## config.mk

```make
export PLATFORM = sky130hd
export DESIGN_NAME = corner_turn_buf
export DESIGN_NICKNAME = d
export VERILOG_FILES = /design/src/rtl/ctb_pkg.sv /design/src/rtl/ctb_write_ctl.sv /design/src/rtl/ctb_read_ctl.sv /design/src/rtl/ctb_bank_ram.sv /design/src/rtl/corner_turn_buf.sv
export SDC_FILE = /design/constraint.sdc
export NUM_CORES = 2
export LEC_CHECK = 0
export BUFFER_PORTS_ARGS = -buffer_cell sky130_fd_sc_hd__buf_2
export CORE_MARGIN = 4
export CORE_UTILIZATION = 62
export DETAILED_ROUTE_END_ITERATION = 7
export GPL_ROUTABILITY_DRIVEN = 0
export PLACE_DENSITY_LB_ADDON = 0.25
export SYNTH_ARGS = -nofsm -noshare
export SYNTH_HDL_FRONTEND = slang
export SYNTH_SLANG_ARGS = --single-unit
```

## constraint.sdc

```tcl
create_clock -name clk -period 5.14 [get_ports clk]
set_clock_uncertainty 0.2 [all_clocks]
set_input_delay 0.257 -clock clk [delete_from_list [all_inputs] [get_ports clk]]
set_output_delay 0.257 -clock clk [all_outputs]
set_load 0.02 [all_outputs]
```

## src/rtl/ctb_pkg.sv

```systemverilog
// Package: shared types and helpers for the corner-turn buffer.
// Assumes two banks only; bank identity is a one-bit enum.
package ctb_pkg;

    typedef enum logic {
        BANK_0 = 1'b0,
        BANK_1 = 1'b1
    } bank_e;

    // Number of words in one frame for the given log2 sizes.
    function automatic int frame_words(input int log_in, input int log_out);
        return 1 << (log_in + log_out);
    endfunction

endpackage

```

## src/rtl/ctb_write_ctl.sv

```systemverilog
// Write-side control: arms on the first sync, counts word positions in
// row order, flips the fill bank when a frame is complete, and raises a
// registered early sync one cycle before the first reordered word.
// Assumes a word on every cycle and IDX_W >= 1.
module ctb_write_ctl
    import ctb_pkg::*;
#(
    parameter int IDX_W = 4
) (
    input  logic             clk,
    input  logic             rst_n,
    input  logic             sync_in,
    output logic             armed,
    output logic [IDX_W-1:0] wr_idx,
    output bank_e            wr_bank,
    output logic             frame_done,
    output logic             sync_early
);

    localparam int               FRAME    = 1 << IDX_W;
    localparam logic [IDX_W-1:0] LAST_IDX = IDX_W'(FRAME - 1);
    localparam logic [IDX_W-1:0] PRE_LAST = IDX_W'(FRAME - 2);

    // The frame finishes on the cycle that writes the last position.
    assign frame_done = armed && (wr_idx == LAST_IDX);

    // Position counter, arm flag, fill bank and early sync register.
    always_ff @(posedge clk) begin
        if (!rst_n) begin
            armed      <= 1'b0;
            wr_idx     <= '0;
            wr_bank    <= BANK_0;
            sync_early <= 1'b0;
        end else begin
            if (sync_in) begin
                armed  <= 1'b1;
                wr_idx <= '0;
            end else if (armed) begin
                wr_idx <= wr_idx + 1'b1;
            end
            if (frame_done) begin
                wr_bank <= bank_e'(~wr_bank);
            end
            sync_early <= armed && (wr_idx == PRE_LAST) && !sync_in;
        end
    end

    // A sync always lands the counter on word 0 of an armed frame.
    p_restart_r8: assert property (@(posedge clk) disable iff (!rst_n)
        sync_in |=> (armed && wr_idx == '0));

    // Without a sync, an armed counter steps by one each cycle.
    p_advance_r3: assert property (@(posedge clk) disable iff (!rst_n)
        (armed && !sync_in) |=> (wr_idx == IDX_W'($past(wr_idx) + 1'b1)));

endmodule

```

## src/rtl/ctb_read_ctl.sv

```systemverilog
// Read-side control: on a completed frame, starts draining the bank just
// filled, stepping the output count and swapping its row and column
// fields to form the column-order address.
// Assumes LOG_IN >= 1 and LOG_OUT >= 1, and frames no closer than one
// frame length apart.
module ctb_read_ctl
    import ctb_pkg::*;
#(
    parameter int LOG_IN  = 2,
    parameter int LOG_OUT = 2
) (
    input  logic                      clk,
    input  logic                      rst_n,
    input  logic                      start,
    input  bank_e                     start_bank,
    output logic                      rd_active,
    output logic [LOG_IN+LOG_OUT-1:0] rd_idx,
    output bank_e                     rd_bank,
    output logic [LOG_IN+LOG_OUT-1:0] rd_addr
);

    localparam int               IDX_W    = LOG_IN + LOG_OUT;
    localparam logic [IDX_W-1:0] LAST_IDX = IDX_W'((1 << IDX_W) - 1);

    // Output count: low field is the row, high field is the column.
    // Storage address: low field is the column, high field is the row.
    assign rd_addr = {rd_idx[LOG_OUT-1:0], rd_idx[IDX_W-1:LOG_OUT]};

    // Drain sequencer: a new frame takes priority over running out.
    always_ff @(posedge clk) begin
        if (!rst_n) begin
            rd_active <= 1'b0;
            rd_idx    <= '0;
            rd_bank   <= BANK_0;
        end else if (start) begin
            rd_active <= 1'b1;
            rd_idx    <= '0;
            rd_bank   <= start_bank;
        end else if (rd_active) begin
            rd_idx <= rd_idx + 1'b1;
            if (rd_idx == LAST_IDX) begin
                rd_active <= 1'b0;
            end
        end
    end

    // A drain in progress never stops before its last word.
    p_valid_run_r7: assert property (@(posedge clk) disable iff (!rst_n)
        (rd_active && rd_idx != LAST_IDX) |=> rd_active);

endmodule

```

## src/rtl/ctb_bank_ram.sv

```systemverilog
// Two-bank word store: one write port that steers to the fill bank and
// one combinational read port that selects the drain bank.
// Storage is not reset; only words of written frames are ever read.
module ctb_bank_ram
    import ctb_pkg::*;
#(
    parameter int WIDTH = 72,
    parameter int IDX_W = 4
) (
    input  logic             clk,
    input  logic             we,
    input  bank_e            wbank,
    input  logic [IDX_W-1:0] waddr,
    input  logic [WIDTH-1:0] wdata,
    input  bank_e            rbank,
    input  logic [IDX_W-1:0] raddr,
    output logic [WIDTH-1:0] rdata
);

    localparam int DEPTH = 1 << IDX_W;

    logic [WIDTH-1:0] bank_rd [2];

    for (genvar b = 0; b < 2; b++) begin : g_bank
        localparam bank_e MY_BANK = (b == 0) ? BANK_0 : BANK_1;
        logic [WIDTH-1:0] mem [DEPTH];

        // Store the incoming word when this bank is the fill bank.
        always_ff @(posedge clk) begin
            if (we && wbank == MY_BANK) begin
                mem[waddr] <= wdata;
            end
        end

        assign bank_rd[b] = mem[raddr];
    end

    assign rdata = (rbank == BANK_1) ? bank_rd[1] : bank_rd[0];

endmodule

```

## src/rtl/corner_turn_buf.sv

```systemverilog
// Streaming corner-turn buffer: writes each frame of IN_N x OUT_N words
// in row order into one bank while the other bank is read in column
// order. Latency is one frame; sync pulses lead data by one cycle.
// Assumes a word on every cycle and LOG_IN, LOG_OUT >= 1.
module corner_turn_buf
    import ctb_pkg::*;
#(
    parameter int WIDTH   = 72,
    parameter int LOG_IN  = 2,
    parameter int LOG_OUT = 2
) (
    input  logic             clk,
    input  logic             rst_n,
    input  logic             sync_in,
    input  logic [WIDTH-1:0] din,
    output logic             sync_out,
    output logic [WIDTH-1:0] dout,
    output logic             dout_valid
);

    localparam int IDX_W = LOG_IN + LOG_OUT;
    localparam int FRAME = frame_words(LOG_IN, LOG_OUT);

    logic             armed;
    logic [IDX_W-1:0] wr_idx;
    bank_e            wr_bank;
    logic             frame_done;
    logic [IDX_W-1:0] rd_idx;
    logic [IDX_W-1:0] rd_addr;
    bank_e            rd_bank;

    ctb_write_ctl #(.IDX_W(IDX_W)) u_wr (
        .clk        (clk),
        .rst_n      (rst_n),
        .sync_in    (sync_in),
        .armed      (armed),
        .wr_idx     (wr_idx),
        .wr_bank    (wr_bank),
        .frame_done (frame_done),
        .sync_early (sync_out)
    );

    ctb_read_ctl #(.LOG_IN(LOG_IN), .LOG_OUT(LOG_OUT)) u_rd (
        .clk        (clk),
        .rst_n      (rst_n),
        .start      (frame_done),
        .start_bank (wr_bank),
        .rd_active  (dout_valid),
        .rd_idx     (rd_idx),
        .rd_bank    (rd_bank),
        .rd_addr    (rd_addr)
    );

    ctb_bank_ram #(.WIDTH(WIDTH), .IDX_W(IDX_W)) u_ram (
        .clk   (clk),
        .we    (armed),
        .wbank (wr_bank),
        .waddr (wr_idx),
        .wdata (din),
        .rbank (rd_bank),
        .raddr (rd_addr),
        .rdata (dout)
    );

    // Frame length must fit the index width chosen above.
    initial begin
        p_frame_size_r5: assert (FRAME == (1 << IDX_W) && LOG_IN >= 1 && LOG_OUT >= 1);
    end

    // The early sync is followed by word 0 of a draining frame.
    p_valid_after_sync_r4: assert property (@(posedge clk) disable iff (!rst_n)
        sync_out |=> (dout_valid && rd_idx == '0));

    // Nothing leaves the block before the first sync has armed it.
    p_unarmed_quiet_r6: assert property (@(posedge clk) disable iff (!rst_n)
        !armed |-> (!dout_valid && !sync_out));

    // The bank being drained is never the bank being filled.
    p_bank_apart_r5: assert property (@(posedge clk) disable iff (!rst_n)
        dout_valid |-> (rd_bank != wr_bank));

endmodule

```

==> results.sh <==
export IMPL_slew_viol_final=0
export IMPL_nets=4051
export IMPL_vias=42300
export IMPL_drt_total_wl_um=215000
export IMPL_clock_latency_ns=0.83
export IMPL_yosysTopAreaCell="edfxtp_1"
export IMPL_hold_path_class="input port to register"
export IMPL_cts_tree="done"
export IMPL_fin_crit_sh_pct=89.4
export IMPL_crit_path_end_kind="output port"
export IMPL_yosysSeqAreaShare_pct=79.0
export IMPL_clock_sinks=2321
export IMPL_fill_cells=7993
export IMPL_ir_drop_mv=0.328
export IMPL_cts_made_buffers=217
export IMPL_reg2reg_setup_slack_ns=1.80
export IMPL_criticalPathCategory="register to output port"
export IMPL_final_seq_area_um2=69500
export IMPL_relSlewSlack_pct=20.3
export IMPL_synthMuxAreaShare_pct=15.8
export IMPL_setup_viol=0
export IMPL_synth_compound_area_share_pct=2.17
export IMPL_die_h_um=385
export IMPL_viasPerCell=7.02
export IMPL_fin_tns_setup_ns=0
export IMPL_dr_pass1_iters=6
export IMPL_p_per_area_nw_per_um2=375
export IMPL_synth_edf_count=2304
export IMPL_h_tree_depth=4
export IMPL_ctsResizeCount=0
export IMPL_cp_data_arrival_time_ns=4.14
export IMPL_yosysMostFrequentCell="edfxtp_1"
export IMPL_dieWidth_um=385
export IMPL_min_period_ns=4.59
export IMPL_yosys_area_share_simple_pct=1.23
export IMPL_rsz0062_at_grt="no"
export IMPL_ys_warn_count=0
export IMPL_synthAdderAreaFrac_pct=0.0711
export IMPL_dp_cells=5552
export IMPL_synthXorXnorAreaFrac_pct=0.0597
export IMPL_rr_worst_depth=4
export IMPL_endpoint="dout[46]"
export IMPL_core_um2=140000
export IMPL_cp_start_kind="register"
export IMPL_detail_route_antenna_nets=0
export IMPL_drtIter0Drc=6029
export IMPL_p_leak_nw=30.4
export IMPL_multi_input_area_um2=17200
export IMPL_ys_ff_latch=2321
export IMPL_p_total_mw=37.1
export IMPL_track_usage_pct=29.5
export IMPL_r2r_end="u_ram.g_bank[1].mem[3][42]"
export IMPL_cp_max_fo=21
export IMPL_required_ns=4.68
export IMPL_cts_root_buffer="clkbuf_16"
export IMPL_synth_top_area_share_pct=78.6
export IMPL_synth_cells=3609
export IMPL_grt_pass1_wl_um=307000
export IMPL_clk_pin_slew_worst_paths_ns=0.07
export IMPL_pin_count=149
export IMPL_fp_dieArea_um2=148000
export IMPL_start_util_pct=62.7
export IMPL_drc=0
export IMPL_grt_max_degree=130
export IMPL_synth_distinct_cells=40
export IMPL_cts_buffer_depth=3
export IMPL_rr_startpoint="u_wr.armed"
export IMPL_synth_common_cells="2304 x edfxtp_1, 295 x mux4_2, 282 x o22ai_1"
export IMPL_ys_async_sr_fraction_pct=0
export IMPL_synth_nets=3689
export IMPL_yosys_top_cells_area="edfxtp_1 79%, mux4_1 7.9%, mux4_2 7.6%, o22ai_1 2.0%, buf_6 0.82%"
export IMPL_syn_area_um2=88000
export IMPL_antenna_found_initial=4
export IMPL_max_freq_mhz=218
export IMPL_layout_drive_gt1_share_pct=21.8
export IMPL_fp_row_count=137
export IMPL_routedWlPerCell_um=35.7
export IMPL_tightest_slew_ns=1.19
export IMPL_status="finished, final reports clean"
export IMPL_dpl_hpwl_um=106000
export IMPL_synth_top_flop_cell="edfxtp_1"
export IMPL_synthesis_area_per_instance_um2=24.4
export IMPL_area_growth_pct=12.4
export IMPL_instances_no_fill=6033
export IMPL_hold_viol_final=0
export IMPL_grt_pass1_vias=42300
export IMPL_grt_ovfl_total=0
export IMPL_port_buffers=148
export IMPL_synth_top_family_by_area="multiplexers"
export IMPL_cap_violations=0
export IMPL_whs_ns=0.126
## per-stage QoR
step | cell area (µm²) | util, % | worst slack, ns
after floorplan | 88000 | - | 0.529
after global placement | 91200 | 65.0 | 1.61
after detailed placement | 91200 | 65.0 | 1.56
after CTS | 98900 | 70.5 | 0.624
after global routing | 98900 | 70.5 | 0.477
final | 98900 | 70.5 | 0.546
## cells in the final DEF, fill, tap and decap left out, types with 4 or more instances in the layout
cell / instances
edfxtp_1: 2304
mux4_2: 295
o22ai_1: 282
mux4_1: 265
clkbuf_16: 221
buf_2: 148
dlygate4sd3_1: 76
buf_4: 73
nor4_1: 66
clkbuf_1: 57
clkinv_1: 50
buf_12: 40
clkinv_2: 34
mux2i_1: 24
and2_4: 24
nor2_1: 19
bufinv_16: 19
nand2_1: 15
dfxtp_1: 14
nand3_1: 10
nor2b_1: 9
nor2_4: 8
nand2b_1: 7
nand4_1: 7
nor4_2: 6
inv_6: 6
diode_2: 5
inv_1: 5
ha_1: 5
a31oi_1: 4
a211oi_1: 4
mux2_2: 4
xor2_1: 4
clkinvlp_4: 4
## routing by layer
layer / up-vias / GRT usage, % / part of all wire, %
met4: 0 / 8.92 / 3.0
li1: 16700 / - / -
met3: 407 / 5.48 / 9.9
met1: 22400 / 42.1 / 37
met5: - / 0 / 0
met2: 2803 / 47.8 / 50
## logic make-up (layout without fill, tap and decap cells)
family / Yosys count / after routing
muxes: 588 / 588
AOI/OAI and AO/OA: 302 / 302
adders and majority gates: 5 / 5
other: 0 / 5
and+or+nand+nor: 188 / 188
buffers and inverters: 199 / 742
DFF: 2321 / 2321
xor gates and xnor gates: 6 / 6
## sequential cells by signal, indices dropped and copies added, names as in the netlist, named ones only
| name | flops |
|---|---|
| u_wr.wr_bank | 1 |
| u_ram.g_bank.mem | 2304 |
| u_rd.rd_bank | 1 |
| u_wr.wr_idx | 4 |
| u_rd.rd_idx | 4 |
| u_rd.rd_active | 1 |
| u_wr.armed | 1 |
| u_wr.sync_early | 1 |
## layout make-up
cell class / instances / area share, %
Clock buffer: 280 / 5.84
Timing Repair Buffer: 337 / 2.88
Sequential cell: 2321 / 70.3
Multi-Input combinational cell: 1089 / 17.4
Tap cell: 1876 / 2.37
Clock inverter: 120 / 1.18
Antenna cell: 5 / 0.0127
Inverter: 5 / 0.0190
## how the worst min path moves through the flow
stage / from / endpoint / slack (ns) / cells after the start
after floorplan: din[0] / u_ram.g_bank[0].mem[0][0] / 0.16 / 0
after global placement: sync_in / u_wr.armed / 0.26 / 2
after detailed placement: sync_in / u_wr.armed / 0.27 / 2
after CTS: rst_n / u_wr.wr_bank / 0.09 / 3
after global routing: rst_n / u_wr.wr_bank / 0.13 / 3
final: rst_n / u_wr.wr_bank / 0.13 / 3
## critical path: stages (launching register included)
cell	delay, ns
dfxtp_1	0.69
buf_4	0.33
nor2b_1	0.17
nand2_2	0.68
o22ai_1	0.19
nor4_1	0.91
buf_2	0.32
## power breakdown
group | switching, mW | total, mW | internal (mW)
registers | 0.0138 | 20.9 | 20.8
clock network | 6.83 | 15.7 | 8.87
logic | 0.418 | 0.565 | 0.147
total | 7.26 | 37.1 | 29.9
## repair_timing
action,in CTS,in global routing
endpoints found under the hold margin,2321,0
setup buffers,0,0
hold buffers,76,0
No activity file was read; power rests on OpenSTA's default activity.
